[src/rtl/spim_pkg.sv]
package spim_pkg;

  typedef struct packed {
    logic cpol;
    logic cpha;
    logic lsb;
  } spim_mode_t;

  typedef enum logic [1:0] {
    ST_IDLE  = 2'd0,
    ST_SHIFT = 2'd1,
    ST_TRAIL = 2'd2
  } spim_state_t;

  function automatic spim_mode_t decode_mode(input logic [2:0] code);
    spim_mode_t m;
    m.cpol = code[2];
    m.cpha = code[1];
    m.lsb  = code[0];
    return m;
  endfunction

endpackage

[src/rtl/spim_clkdiv.sv]
module spim_clkdiv #(
  parameter int DIV_W = 8
) (
  input  logic             clk,
  input  logic             rst,
  input  logic             run,
  input  logic [DIV_W-1:0] div,
  output logic             tick
);

  logic [DIV_W-1:0] cnt_q;

  // one tick every div+1 cycles while running; counter parked at zero otherwise
  assign tick = run && (cnt_q == div);

  always_ff @(posedge clk) begin
    if (rst || !run || tick) cnt_q <= '0;
    else                     cnt_q <= cnt_q + 1'b1;
  end

endmodule

[src/rtl/spim_shifter.sv]
module spim_shifter #(
  parameter int WORD_W = 16
) (
  input  logic                      clk,
  input  logic                      rst,
  input  logic                      load,
  input  logic [WORD_W-1:0]         load_data,
  input  logic                      cfg_lsb,
  input  logic [$clog2(WORD_W):0]   cfg_nbits,
  input  logic                      launch,
  input  logic [$clog2(WORD_W)-1:0] launch_idx,
  input  logic                      sample,
  input  logic [$clog2(WORD_W)-1:0] sample_idx,
  input  logic                      miso_i,
  output logic                      mosi_o,
  output logic [WORD_W-1:0]         rx_word
);

  localparam int IDX_W = $clog2(WORD_W);
  localparam int NB_W  = IDX_W + 1;

  logic [WORD_W-1:0] tx_q;
  logic [WORD_W-1:0] rx_q;
  logic              lsb_q;
  logic [NB_W-1:0]   nb_q;

  // maps the serial position of a bit to its index in the word
  function automatic logic [IDX_W-1:0] wire_pos(input logic lsb,
                                                input logic [NB_W-1:0] nb,
                                                input logic [IDX_W-1:0] i);
    logic [NB_W-1:0] rev;
    rev = nb - NB_W'(1) - NB_W'(i);
    return lsb ? i : rev[IDX_W-1:0];
  endfunction

  always_ff @(posedge clk) begin
    if (rst) begin
      tx_q   <= '0;
      rx_q   <= '0;
      lsb_q  <= 1'b0;
      nb_q   <= '0;
      mosi_o <= 1'b0;
    end else if (load) begin
      tx_q   <= load_data;
      rx_q   <= '0;
      lsb_q  <= cfg_lsb;
      nb_q   <= cfg_nbits;
      mosi_o <= load_data[wire_pos(cfg_lsb, cfg_nbits, '0)];
    end else begin
      if (launch) mosi_o <= tx_q[wire_pos(lsb_q, nb_q, launch_idx)];
      if (sample) rx_q[wire_pos(lsb_q, nb_q, sample_idx)] <= miso_i;
    end
  end

  assign rx_word = rx_q;

endmodule

[src/rtl/spim_selmux.sv]
module spim_selmux #(
  parameter int NSEL = 4
) (
  input  logic                                     clk,
  input  logic                                     rst,
  input  logic                                     sel_req,
  input  logic [((NSEL > 1) ? $clog2(NSEL) : 1)-1:0] sel_idx,
  input  logic                                     pol_we,
  input  logic [NSEL-1:0]                          pol_data,
  input  logic                                     busy,
  input  logic                                     hold_sel,
  output logic [NSEL-1:0]                          ss_o,
  output logic [NSEL-1:0]                          pol_o,
  output logic                                     sel_err
);

  localparam int SIDX_W = (NSEL > 1) ? $clog2(NSEL) : 1;

  logic [NSEL-1:0]   pol_q, pol_n, ss_n;
  logic [SIDX_W-1:0] act_q, act_n;

  always_comb begin
    pol_n = (pol_we && !busy)  ? pol_data : pol_q;
    act_n = (sel_req && !busy) ? sel_idx  : act_q;
  end

  for (genvar g = 0; g < NSEL; g++) begin : g_line
    assign ss_n[g] = (hold_sel && (act_n == SIDX_W'(g))) ? pol_n[g] : ~pol_n[g];
  end

  always_ff @(posedge clk) begin
    if (rst) begin
      pol_q   <= '0;
      act_q   <= '0;
      ss_o    <= '1;
      sel_err <= 1'b0;
    end else begin
      pol_q   <= pol_n;
      act_q   <= act_n;
      ss_o    <= ss_n;
      sel_err <= sel_req && busy;
    end
  end

  assign pol_o = pol_q;

endmodule

[src/rtl/spim_top.sv]
module spim_top
  import spim_pkg::*;
#(
  parameter int SHORT_BITS = 8,
  parameter int LONG_BITS  = 16,
  parameter int DIV_W      = 8,
  parameter int NSEL       = 4
) (
  input  logic                                     clk,
  input  logic                                     rst,
  input  logic [2:0]                               cfg_mode,
  input  logic [$clog2(LONG_BITS):0]               cfg_bits,
  input  logic [DIV_W-1:0]                         cfg_div,
  input  logic                                     pol_we,
  input  logic [NSEL-1:0]                          pol_data,
  input  logic                                     sel_req,
  input  logic [((NSEL > 1) ? $clog2(NSEL) : 1)-1:0] sel_idx,
  input  logic                                     tx_valid,
  output logic                                     tx_ready,
  input  logic [LONG_BITS-1:0]                     tx_data,
  output logic                                     rx_valid,
  output logic [LONG_BITS-1:0]                     rx_data,
  output logic                                     busy_o,
  output logic                                     sclk_o,
  output logic                                     mosi_o,
  input  logic                                     miso_i,
  output logic [NSEL-1:0]                          ss_o,
  output logic                                     sel_err
);

  localparam int IDX_W  = $clog2(LONG_BITS);
  localparam int BITS_W = IDX_W + 1;
  localparam int EDGE_W = IDX_W + 1;

  spim_state_t          state_q;
  logic                 busy_q;
  logic                 sclk_q;
  logic                 cpha_q;
  logic [DIV_W-1:0]     div_q;
  logic [BITS_W-1:0]    nb_q;
  logic [EDGE_W-1:0]    edge_q;
  logic                 rx_valid_q;
  logic [LONG_BITS-1:0] rx_data_q;

  spim_mode_t           mode_in;
  logic [BITS_W-1:0]    nb_in;
  logic                 tick, accept, edge_ev, last_edge, lead_edge;
  logic                 do_sample, do_launch, hold_sel;
  logic [IDX_W-1:0]     bit_idx, launch_idx;
  logic [LONG_BITS-1:0] rx_word;
  logic [NSEL-1:0]      pol_w;

  assign mode_in   = decode_mode(cfg_mode);
  assign nb_in     = (cfg_bits == BITS_W'(LONG_BITS)) ? BITS_W'(LONG_BITS) : BITS_W'(SHORT_BITS);
  assign accept    = tx_valid && !busy_q;
  assign edge_ev   = tick && (state_q == ST_SHIFT);
  assign last_edge = (edge_q == EDGE_W'(2 * nb_q - 1));
  assign lead_edge = ~edge_q[0];
  assign bit_idx   = edge_q[EDGE_W-1:1];

  // phase 0: sample on leading, shift on trailing (no shift after the final edge)
  // phase 1: shift on leading, sample on trailing
  assign do_sample  = edge_ev && (cpha_q ? ~lead_edge : lead_edge);
  assign do_launch  = edge_ev && (cpha_q ? lead_edge : (~lead_edge && !last_edge));
  assign launch_idx = cpha_q ? bit_idx : bit_idx + IDX_W'(1);

  // select held from the accepting edge until the trailing half period ends
  assign hold_sel = accept || (busy_q && !((state_q == ST_TRAIL) && tick));

  spim_clkdiv #(.DIV_W(DIV_W)) u_clkdiv (
    .clk  (clk),
    .rst  (rst),
    .run  (busy_q),
    .div  (div_q),
    .tick (tick)
  );

  spim_shifter #(.WORD_W(LONG_BITS)) u_shifter (
    .clk        (clk),
    .rst        (rst),
    .load       (accept),
    .load_data  (tx_data),
    .cfg_lsb    (mode_in.lsb),
    .cfg_nbits  (nb_in),
    .launch     (do_launch),
    .launch_idx (launch_idx),
    .sample     (do_sample),
    .sample_idx (bit_idx),
    .miso_i     (miso_i),
    .mosi_o     (mosi_o),
    .rx_word    (rx_word)
  );

  spim_selmux #(.NSEL(NSEL)) u_selmux (
    .clk      (clk),
    .rst      (rst),
    .sel_req  (sel_req),
    .sel_idx  (sel_idx),
    .pol_we   (pol_we),
    .pol_data (pol_data),
    .busy     (busy_q),
    .hold_sel (hold_sel),
    .ss_o     (ss_o),
    .pol_o    (pol_w),
    .sel_err  (sel_err)
  );

  always_ff @(posedge clk) begin
    if (rst) begin
      state_q    <= ST_IDLE;
      busy_q     <= 1'b0;
      sclk_q     <= 1'b0;
      cpha_q     <= 1'b0;
      div_q      <= '0;
      nb_q       <= BITS_W'(SHORT_BITS);
      edge_q     <= '0;
      rx_valid_q <= 1'b0;
      rx_data_q  <= '0;
    end else begin
      rx_valid_q <= 1'b0;
      unique case (state_q)
        ST_IDLE: begin
          sclk_q <= mode_in.cpol;
          if (accept) begin
            state_q <= ST_SHIFT;
            busy_q  <= 1'b1;
            cpha_q  <= mode_in.cpha;
            div_q   <= cfg_div;
            nb_q    <= nb_in;
            edge_q  <= '0;
          end
        end
        ST_SHIFT: begin
          if (tick) begin
            sclk_q <= ~sclk_q;
            edge_q <= edge_q + 1'b1;
            if (last_edge) state_q <= ST_TRAIL;
          end
        end
        ST_TRAIL: begin
          if (tick) begin
            state_q    <= ST_IDLE;
            busy_q     <= 1'b0;
            rx_valid_q <= 1'b1;
            rx_data_q  <= rx_word;
          end
        end
        default: state_q <= ST_IDLE;
      endcase
    end
  end

  assign tx_ready = !busy_q;
  assign busy_o   = busy_q;
  assign sclk_o   = sclk_q;
  assign rx_valid = rx_valid_q;
  assign rx_data  = rx_data_q;

endmodule

[config.mk]
export PLATFORM = sky130hd
export DESIGN_NAME = spim_top
export DESIGN_NICKNAME = d
export VERILOG_FILES = /design/src/rtl/spim_pkg.sv /design/src/rtl/spim_clkdiv.sv /design/src/rtl/spim_shifter.sv /design/src/rtl/spim_selmux.sv /design/src/rtl/spim_top.sv
export SDC_FILE = /design/constraint.sdc
export NUM_CORES = 1
export LEC_CHECK = 0
export BUFFER_PORTS_ARGS = -buffer_cell sky130_fd_sc_hd__buf_2
export CAP_MARGIN = 20
export CORE_AREA = 2 2 95 97
export CTS_CLUSTER_DIAMETER = 60
export DETAILED_ROUTE_END_ITERATION = 16
export DIE_AREA = 0 0 97 99
export PLACE_DENSITY = 0.72
export SLEW_MARGIN = 40
export SYNTH_ARGS = -nofsm -noshare
export SYNTH_HDL_FRONTEND = slang
export SYNTH_SLANG_ARGS = --single-unit
[constraint.sdc]
create_clock -name clk -period 2.2 [get_ports clk]
set_input_delay 0.22 -clock clk [delete_from_list [all_inputs] [get_ports clk]]
set_output_delay 0.22 -clock clk [all_outputs]
set_load 0.01 [all_outputs]
Word level (Yosys, flattened, before mapping)
Index checks and enable logic that the tools add are counted.

Bits in registers: 96. Bits of input ports: 44. Output and inout bits: 26. Word-level logic and storage cells: 121.

Bitwise gates (word level): 7. Order comparisons: 4. $add $sub $neg: 8. Reductions and logical operators: 35. Equality and inequality tests: 12. Muxes and demuxes: 36.

Operator list (count): 4-bit two-way mux (6); 16-bit bitwise mux (1); 1-bit logical AND (16); 4-bit by 5-bit < comparator with 1-bit output (second input constant) (3); 1-bit two-way mux (15); 2-bit two-way mux (5); 5-bit two-way mux (2); 5-bit one-hot mux with 2 select lines (1); 8-bit by 1-bit adder with 8-bit output (second input constant) (1); 1-bit binary-select mux with 4-bit select (2); 8-bit equality test (1); 2-bit inequality test (second input constant) (4); 4-bit by 1-bit subtractor with 4-bit output (second input constant) (2); 4-bit subtractor (2); 1-bit NOT (7); 2-bit equality test (second input constant) (3); 2-bit one-hot mux with 3 select lines (1); 2-bit AND reduction (3); 3-bit AND reduction (2); 2-bit nonzero test (3); 5-bit by 1-bit adder with 5-bit output (second input constant) (1); 5-bit equality test (1); 5-bit equality test (second input constant) (1); 5-bit by 1-bit subtractor with 5-bit output (second input constant) (1); 10 further kinds (18).

Logic depth before layout (Yosys ltp)
Gate-level depths: netlist (run 1).

Word-level depth: 8. Depth in mapped cells: 8. Gate-level depth less buffers: 7.

Modules after synthesis
From an unflattened synthesis (run 1), not the netlist that was laid out.

Cell total of the unflattened synthesis: 517. Area total of the unflattened synthesis: 4738.3 sq um.

Modules (own cells, without submodules): spim_shifter (cells an instance 245, times used 1, area each 2244.7 sq um); spim_top (cells an instance 173, times used 1, area each 1516.5 sq um); spim_selmux (cells an instance 51, times used 1, area each 503.0 sq um); spim_clkdiv (cells an instance 48, times used 1, area each 474.2 sq um).

Worst setup path before layout (run 1)
OpenSTA, ideal clock, no wires.

Path type: reg2reg. From: reg edge_q[1]. To: reg u_shifter.mosi_o. Setup slack: -0.059 ns. Arrival time: 2.125 ns. Stages on the path, launching flop included: 8. Clock period less this slack: 2.259 ns. Cells stage by stage: dfxtp_1 > ha_1 > mux2i_2 > xor2_2 > mux4_1 > o211a_1 > o21ai_1 > a311oi_2.

Cells in the longest elaborated chain, start to end: 8. Elaborated cells on any way between the ends: 14. Classes of those cells: add/sub: 2; eq/ne: 1; mux: 7; reduce/logical: 4.

Ends and longest elaborated chain: from (decl) (line spim_top.sv:41) `logic [EDGE_W-1:0] edge_q;`; from (signal assigned) (line spim_top.sv:136) `edge_q <= edge_q + 1'b1;`; 4-bit by 1-bit adder with 4-bit output (line spim_top.sv:65) `assign launch_idx = cpha_q ? bit_idx : bit_idx + IDX_W'(1);`; 4-bit two-way mux (line spim_top.sv:65); 4-bit subtractor (line spim_shifter.sv:32) `rev = nb - NB_W'(1) - NB_W'(i);`; 4-bit two-way mux (line spim_shifter.sv:33) `return lsb ? i : rev[IDX_W-1:0];`; 1-bit binary-select mux with 4-bit select (line spim_shifter.sv:50) `if (launch) mosi_o <= tx_q[wire_pos(lsb_q, nb_q, launch_idx)];`; 1-bit two-way mux (implied by the code) (line spim_shifter.sv:50); 1-bit two-way mux (line spim_shifter.sv:50); 1-bit two-way mux (line spim_shifter.sv:43) `end else if (load) begin`; to (signal assigned) (line spim_shifter.sv:48) `mosi_o <= load_data[wire_pos(cfg_lsb, cfg_nbits, '0)];`; to (signal assigned) (line spim_shifter.sv:50); to (decl) (line spim_shifter.sv:15) `output logic mosi_o,`.

Several ways; a longest one is shown, not always the timed one. The select of a mux whose other input is x is not followed. A chain may end at the register's enable or synchronous reset.

Worst setup path after layout (run 1)
Ends and elaborated chain as after synthesis.

==> impl_metrics.yaml, run 1 <==
global_routing:
  grt_pass1_vias: 3280
  gr-total-overflow: 0
  grt_max_degree: 49
  grt_pass1_wl_um: 15000
  grt_usage: 0.190
  antenna_found_initial: 0
clock_tree:
  cts_buffers: 9
  cts.clk_slew.worst_paths_ns: 0.08
  cts_sinks: 90
  clockBufferDepth: 2
  cts_setup_buffers: 0
  tritoncts: "built"
  clock_latency_ns: 0.36
  root_buffer: "clkbuf_8"
  htree_levels: 3
detailed_routing:
  drcViolationCount: 0
  drt-total-wl_um: 8520
  vias: 3287
  drt_iter0_markers: 126
  ant_nets: 0
  first_pass_iters: 4
  wl_per_cell_um: 13.3
  viasPerCell: 5.14
setup_path:
  crit_start: "edge_q[1]"
  critPathMaxFanout: 2
  crit_buf_inv: 0
  critical_path_class: "flip-flop to flip-flop"
  critPathTopFamily: "multiplexers"
  endpoint_kind: "flip-flop"
  r2r-start: "edge_q[1]"
  cp_cell_sequence: "ha_1 > mux2i_4 > xor2_2 > mux4_2 > o211a_1 > o21ai_1 > a311oi_2"
  start_kind: "flip-flop"
  required_ns: 2.43
  cpPeakStageDelay_ns: 0.52
  arrival_ns: 2.34
  critPathSlowestCell: "mux4_2"
  r2r_slack_ns: 0.1
worst_hold_path:
  hp-class: "primary input to flip-flop"
  worstHoldStart: "cfg_div[6]"
timing:
  relSlewSlack: 0.555
  setup_tns_ns: 0
  worst_slew_pin_slew_ns: 0.667
  max_freq_mhz: 476
  setup_viol: 0
  timing.hold.ws_ns: 0.0675
  hold_viol_final: 0
  min_period_over_period: 0.955
  rsz0062_at_grt: "no"
  fin_crit_ns: 2.10
  fin_skew_ns: 0.00881
  maxSlewViolCount: 0
finish:
  areaGrowthSynthToFinish_pct: 17.0
  fin_util: 0.555
  final_nets: 574
  final_common_cell: "dfxtp_1"
  num_antenna_cells: 0
  drive_gt1_frac: 0.222
  mostFrequentLayoutCells: "dfxtp_1 (88), nand2_1 (82), buf_2 (69)"
floorplan:
  initial_utilization: 0.475
  ioPinCount: 70
  die_y_um: 99
  core_sq_um: 8550
  fp.dieW_um: 97
  row_count: 34
  die_area_sq_um: 9600
logic_synthesis:
  async_flop_share: 0
  ys_seq_area_frac: 0.444
  syn_inst: 459
  yosys-top-cells-area: "dfxtp_1 (44%), nand2_1 (7.6%), mux2i_1 (7.2%)"
  syn-mean-instance-area_sq_um: 8.84
  synth_area_leader_cell: "dfxtp_1"
  syn_nets: 506
  yosysWarnings: 0
  syn_area_sq_um: 4060
  synth-edff-count: 0
  ys_seq_elements: 90
  netlist.area_leader.share: 0.444
  ys.flop_type: "dfxtp_1"
  synth_cell_types: 51
power_and_ir_drop:
  p_leak_nw: 2.02
  vdd_ir_drop_max_mv: 0.457
  p_per_area_nw_per_um2: 724
run:
  maxCapViolations: 0
placement:
  port_buffers: 69
  gp_congestion: 0.811
  place_hpwl_um: 6070
outcome:
  status: "complete, no violations"
==> routing by layer <==
layer / track usage / wire length (um)
met2: 0.311 / 4010
met3: 0.0553 / 379
met5: 0 / 0
met1: 0.243 / 4010
met4: 0.0618 / 121
==> metrics by stage <==
| stage | std cells | setup WS (ns) | power (mW) | cell area, sq um |
|---|---|---|---|---|
| final | 640 | 0.0981 | 3.44 | 4750 |
| after global routing | 640 | 0.0237 | 3.61 | 4750 |
| after CTS | 640 | 0.0626 | 3.47 | 4740 |
| after detailed placement | 624 | 0.0636 | 2.27 | 4530 |
| after global placement | 624 | 0.129 | 2.25 | 4520 |
| after floorplan | 459 | 0.00357 | 2.12 | 4060 |
==> cell families (layout without fill, tap and decap cells) <==
logic type | Yosys count | in the layout | synth area share
adders and majority gates | 3 | 3 | 0.00925
and+or+nand+nor | 191 | 191 | 0.221
muxes | 34 | 34 | 0.0897
buffers and inverters | 33 | 106 | 0.0336
DFF | 90 | 90 | 0.444
AOI/OAI and AO/OA | 77 | 77 | 0.125
xor gates and xnor gates | 31 | 31 | 0.0780
==> synthesized netlist by cell type, drive strengths merged (3+ instances only) <==
library cell / count
o21ai: 7
xor2: 11
inv: 9
a21oi: 40
xnor2: 20
and2: 6
clkbuf: 14
a22o: 9
nor2b: 4
dfxtp: 90
buf: 10
nand2: 82
nor2: 49
nor4: 5
ha: 3
mux2i: 30
mux2: 3
o21a: 4
and3: 9
nand3: 23
nor3: 4
==> report_power, final <==
part	switching [mW]	total, mW	internal, mW	leakage, nW
Clock	0.565	1.21	0.644	0.101
Sequential	0.0521	1.75	1.70	0.733
Combinational	0.279	0.481	0.202	1.19
==> area by class of cell <==
class,instances,area [sq um]
Inverter,9,33.8
Tap cell,108,135
Sequential cell,90,1800
Timing Repair Buffer,81,435
Multi-Input combinational cell,336,2130
Clock buffer,12,135
Fill cell,787,3800
Clock inverter,4,76.3
==> path summary, 6_finish.rpt <==
path | endpoint | depth (start not counted)
setup / recovery | u_shifter.mosi_o | 7
hold / removal | div_q[6] | 2
setup reg to reg | u_shifter.mosi_o | 7
hold reg to reg | rx_data[7] | 2
==> sequential cells by signal (all words and copies together) (netlist names), 2 cells and up <==
name               cells
edge_q                 5
state_q                2
u_clkdiv.cnt_q         8
u_shifter.tx_q        16
u_selmux.ss_o          4
u_selmux.pol_o         4
div_q                  8
u_selmux.act_q         2
u_shifter.rx_word     16
rx_data               16
==> what timing repair did <==
action,in CTS,in global routing
endpoints found under the setup margin,0,1
gates resized for setup,0,2
hold buffers,0,0
(Power assumes the default switching activity.)
==> run 2, diff against run 1 <==
BUFFER_PORTS_ARGS = -buffer_cell sky130_fd_sc_hd__buf_4   (was -buffer_cell sky130_fd_sc_hd__buf_2)
==> impl_metrics.yaml, run 2 (synthesis results as in run 1) <==
outcome:
  status: "complete, no violations"
power_and_ir_drop:
  p_per_area_nw_per_um2: 705
  power.internal_mw: 2.57
  vdd_ir_drop_max_mv: 0.380
  swShare: 0.260
  clock_power_share: 0.347
  p_leak_nw: 2.07
  combPwrFrac: 0.149
  fin_total_pwr_mw: 3.47
  pwr-share-seq: 0.504
  netSwitchingPower_mw: 0.901
finish:
  seq_area_sq_um: 1800
  final_cells: 640
  areaGrowthSynthToFinish_pct: 21.2
  fillers: 785
  drive_gt1_frac: 0.222
  final_nets: 574
  multi_input_area_sq_um: 2130
  final_common_cell: "dfxtp_1"
  num_antenna_cells: 0
  fin_util: 0.575
  mostFrequentLayoutCells: "dfxtp_1 (89), nand2_1 (82), buf_4 (81)"
clock_tree:
  ctsResizeCount: 0
  tritoncts: "built"
  cts_hold_buffers: 0
  cts_setup_buffers: 0
  cts_sinks: 90
  cts_buffers: 9
  root_buffer: "clkbuf_8"
  cts.clk_slew.worst_paths_ns: 0.09
  htree_levels: 3
  clockBufferDepth: 2
  clock_latency_ns: 0.35
setup_path:
  endpoint_kind: "flip-flop"
  critical_path_class: "flip-flop to flip-flop"
  rr_worst_depth: 7
  r2r_slack_ns: 0.09
  arrival_ns: 2.34
  start_kind: "flip-flop"
  r2r-end: "u_shifter.mosi_o"
  r2r-start: "edge_q[1]"
  required_ns: 2.43
  critPathMaxFanout: 2
detailed_routing:
  viasPerCell: 5.30
  ant_nets: 0
  first_pass_iters: 4
  drt-total-wl_um: 8710
  drcViolationCount: 0
  drt_iter0_markers: 128
  wl_per_cell_um: 13.6
  vias: 3391
placement:
  place_hpwl_um: 6210
  port_buffers: 69
  placed_cells: 624
  dp_slack_ns: 0.0812
  gp_congestion: 0.796
run:
  maxCapViolations: 0
floorplan:
  die_y_um: 99
  fp.dieW_um: 97
  core_sq_um: 8550
  row_count: 34
  initial_utilization: 0.475
  ioPinCount: 70
  die_area_sq_um: 9600
worst_hold_path:
  whs_path_depth: 2
  worstHoldStart: "cfg_div[1]"
  hp-class: "primary input to flip-flop"
  whs_endpoint: "div_q[1]"
timing:
  relSlewSlack: 0.557
  rsz0062_at_grt: "no"
  max_freq_mhz: 475
  fin_crit_ns: 2.11
  setup_tns_ns: 0
  min_period_over_period: 0.957
  setup_viol: 0
  worst_slew_pin_slew_ns: 0.664
  timing.final.ws_setup_ns: 0.0947
  maxSlewViolCount: 0
  fin_skew_ns: 0.00929
  hold_viol_final: 0
global_routing:
  grt_pass1_vias: 3336
  grt_max_degree: 28
  antenna_found_initial: 0
  grt_pass1_wl_um: 14800
  grt_usage: 0.185
  gr-total-overflow: 0
-- run 2: cell count changes in the layout (fill, tap and decap cells not counted), sizes merged --
cell,previous run,this run
clkbuf,12,11
clkinv,1,3
clkinvlp,1,0
-- run 2: power groups by stage --
stage	Clock [mW]	Combinational (mW)	Sequential, mW
CTS	1.23	0.520	1.75
global placement	0	0.500	1.78
detailed placement	0	0.518	1.78
global route	1.30	0.569	1.76
finish	1.20	0.517	1.75
floorplan	0	0.345	1.78
-- run 2: worst max-delay path by stage --
stage | startpoint | to
6_report | edge_q[1] | u_shifter.mosi_o
5_1_grt | cpha_q | u_shifter.mosi_o
4_1_cts | edge_q[1] | u_shifter.mosi_o
3_5_place_dp | edge_q[1] | u_shifter.mosi_o
3_3_place_gp | edge_q[1] | u_shifter.mosi_o
2_1_floorplan | edge_q[1] | u_shifter.mosi_o
-- run 2: routing by layer --
| metal | up-vias | GRT usage | share of wire | wire (um) |
|---|---|---|---|---|
| met2 | 79 | 0.318 | 0.48 | 4180 |
| li1 | 1704 | - | - | - |
| met1 | 1601 | 0.225 | 0.46 | 3990 |
| met5 | - | 0 | 0 | 0 |
| met4 | 0 | 0.0542 | 0.011 | 92 |
| met3 | 7 | 0.0582 | 0.052 | 450 |
-- run 2: cell type report --
class / count / area share
Clock inverter: 5 / 0.0160
Sequential cell: 90 / 0.366
Inverter: 9 / 0.00687
Timing Repair Buffer: 81 / 0.124
Clock buffer: 11 / 0.0267
Multi-Input combinational cell: 336 / 0.433
Tap cell: 108 / 0.0275
-- run 2: stage by stage --
step	area, sq um	hold slack (ns)
global placement	4700	0.438
detailed placement	4700	0.442
CTS	4910	0.0635
global route	4920	0.0621
floorplan	4060	0.353
finish	4920	0.0739
-- run 2: worst max-delay path, cell delays in order (launching register included) --
cell and delay, ns:
dfxtp_2 0.33, ha_1 0.32, mux2i_4 0.21, xor2_2 0.19, mux4_2 0.52, o211a_1 0.22
o21ai_1 0.09, a311oi_2 0.10
==> run 3, diff against run 2 <==
ABC_AREA = 1   (was default)
CORE_AREA = 2 2 96 98   (was 2 2 95 97)
DIE_AREA = 0 0 98 100   (was 0 0 97 99)
==> impl_metrics.yaml, run 3 <==
placement:
  dp_slack_ns: 0.421
  gp_congestion: 0.947
  port_buffers: 69
  place_hpwl_um: 6700
  placed_area_sq_um: 4750
  placed_cells: 739
logic_synthesis:
  syn_nets: 620
  syn_area_sq_um: 4140
  yosysWarnings: 0
  synth_cell_types: 33
  netlist.area_leader.share: 0.435
  yosysMostFrequentCell: "nand2_1"
  ys_seq_elements: 90
  syn-mean-instance-area_sq_um: 7.23
  synth_area_leader_cell: "dfxtp_1"
  yosys-top-cells-area: "dfxtp_1 (43%), nand2_1 (9.5%), nand3_1 (7.6%)"
  syn_inst: 573
  ys_seq_area_frac: 0.435
  synth-edff-count: 0
  synthTopCellsByCount: "nand2_1 (105), dfxtp_1 (90), nor2_1 (81)"
  async_flop_share: 0
  ys.flop_type: "dfxtp_1"
setup_path:
  critPathSlowestCell: "dfxtp_1"
  arrival_ns: 2.10
  start_kind: "flip-flop"
  r2r-start: "edge_q[1]"
  cp_cell_sequence: "ha_1 > nand2_1 > nand2_1 > nand2_1 > nand2_1 > inv_1 > nand3_1 > nand3_1 > nand3_1 > nand2_1 > nand2_1 > a21oi_2"
  cpMostUsedCell: "nand2_1"
  crit_buf_inv: 1
  critPathTopFamily: "simple AND/OR/NAND/NOR gates"
  r2r_slack_ns: 0.39
  cpPeakStageDelay_ns: 0.46
  critPathMaxFanout: 7
  r2r-end: "u_shifter.mosi_o"
  required_ns: 2.49
  rr_worst_depth: 12
  critical_path_class: "flip-flop to flip-flop"
  endpoint_kind: "flip-flop"
timing:
  setup_viol: 0
  hold_viol_final: 0
  setup_tns_ns: 0
  fin_crit_ns: 1.81
  rsz0062_at_grt: "no"
  max_freq_mhz: 552
  maxSlewViolCount: 0
  worst_slew_pin_slew_ns: 0.484
  min_period_over_period: 0.824
  fin_skew_ns: 0.00947
  relSlewSlack: 0.675
  timing.final.ws_setup_ns: 0.387
global_routing:
  grt_pass1_vias: 3692
  grt_max_degree: 35
  grt_usage: 0.194
  grt_pass1_wl_um: 15700
  gr-total-overflow: 0
  antenna_found_initial: 0
detailed_routing:
  wl_per_cell_um: 12.1
  first_pass_iters: 5
  top_layer_used: "met4"
  dr_wl_met2_um: 4460
  drcViolationCount: 0
  ant_nets: 0
  wl_met1_um: 4130
  drt-total-wl_um: 9150
  viasPerCell: 5.14
  vias: 3879
  drt_iter0_markers: 212
  dr_wl_met3_um: 411
power_and_ir_drop:
  power.internal_mw: 2.38
  p_leak_nw: 2.12
  clock_power_share: 0.290
  vdd_ir_drop_max_mv: 0.397
  p_per_area_nw_per_um2: 702
  fin_total_pwr_mw: 3.45
  swShare: 0.310
  netSwitchingPower_mw: 1.07
  pwr-share-seq: 0.507
  combPwrFrac: 0.203
finish:
  final_area_sq_um: 4920
  final_cells: 755
  drive_gt1_frac: 0.171
  areaGrowthSynthToFinish_pct: 18.8
  final_nets: 686
  final_common_cell: "nand2_1"
  mostFrequentLayoutCells: "nand2_1 (105), dfxtp_1 (90), nor2_1 (81)"
  num_antenna_cells: 0
clock_tree:
  cts_sinks: 90
  tritoncts: "built"
  htree_levels: 3
  clock_latency_ns: 0.36
  clockBufferDepth: 2
  cts_hold_buffers: 0
  cts_buffers: 9
  root_buffer: "clkbuf_8"
  ctsResizeCount: 0
  cts_setup_buffers: 0
  cts.clk_slew.worst_paths_ns: 0.09
floorplan:
  initial_utilization: 0.466
  fp.dieW_um: 98
  die_area_sq_um: 9800
  row_count: 35
  ioPinCount: 70
  core_sq_um: 8890
  die_y_um: 100
run:
  maxCapViolations: 0
worst_hold_path:
  whs_path_depth: 3
  whs_endpoint: "u_shifter.tx_q[5]"
  hp-class: "primary input to flip-flop"
  worstHoldStart: "tx_data[5]"
outcome:
  status: "complete, no violations"
run 3: changes by cell type after synthesis, sizes merged, moves of 17 or more:
cell and delta:
mux2i -26, nand3 +42, nor2 +34, inv +52, o21ai +41, nand2 +28
xnor2 -17, nand4 +22
run 3: tightest hold or removal path, cell delays in order:
cell     delay (ns)
buf_4          0.08
nand2_1        0.04
o21ai_0        0.05
run 3: power groups by stage:
stage	clock network, mW	logic, mW	registers, mW
finish	1.00	0.701	1.75
global route	1.09	0.787	1.76
CTS	1.03	0.698	1.75
detailed placement	0	0.694	1.79
global placement	0	0.681	1.79
floorplan	0	0.479	1.79
run 3: routing by layer:
| layer | vias up | GRT usage |
|---|---|---|
| li1 | 2005 | - |
| met1 | 1762 | 0.234 |
| met2 | 96 | 0.344 |
| met3 | 16 | 0.0272 |
| met4 | 0 | 0.0876 |
| met5 | - | 0 |
run 3: through the flow:
step / hold WS, ns / utilization
after detailed placement: 0.430 / 0.534
final: 0.0609 / 0.554
after global placement: 0.420 / 0.534
after global routing: 0.0674 / 0.554
after floorplan: 0.333 / -
after CTS: 0.0565 / 0.554
run 3: logic make-up after synthesis:
logic type / Yosys count / synth area share
buffers and inverters: 84 / 0.0852
XOR/XNOR: 17 / 0.0378
multiplexers: 4 / 0.00967
adder cells (fa/ha/maj): 3 / 0.00906
flip-flops: 90 / 0.435
AND/OR/NAND/NOR: 288 / 0.315
AO/OA/AOI/OAI: 87 / 0.108
run 3: worst max path at each step:
stage,end,cells past startpoint,startpoint
final,u_shifter.mosi_o,12,edge_q[1]
after global routing,u_shifter.mosi_o,12,edge_q[1]
after CTS,u_selmux.ss_o[3],9,busy_o
after detailed placement,u_selmux.ss_o[3],9,busy_o
after global placement,u_selmux.ss_o[3],9,busy_o
after floorplan,u_shifter.mosi_o,12,edge_q[2]
run 3: layout make-up:
| type | instances | area [sq um] |
|---|---|---|
| Timing Repair Buffer | 78 | 586 |
| Inverter | 61 | 229 |
| Clock buffer | 11 | 131 |
| Multi-Input combinational cell | 399 | 2000 |
| Clock inverter | 5 | 38.8 |
| Fill cell | 888 | 3970 |
| Sequential cell | 90 | 1800 |
| Tap cell | 111 | 139 |
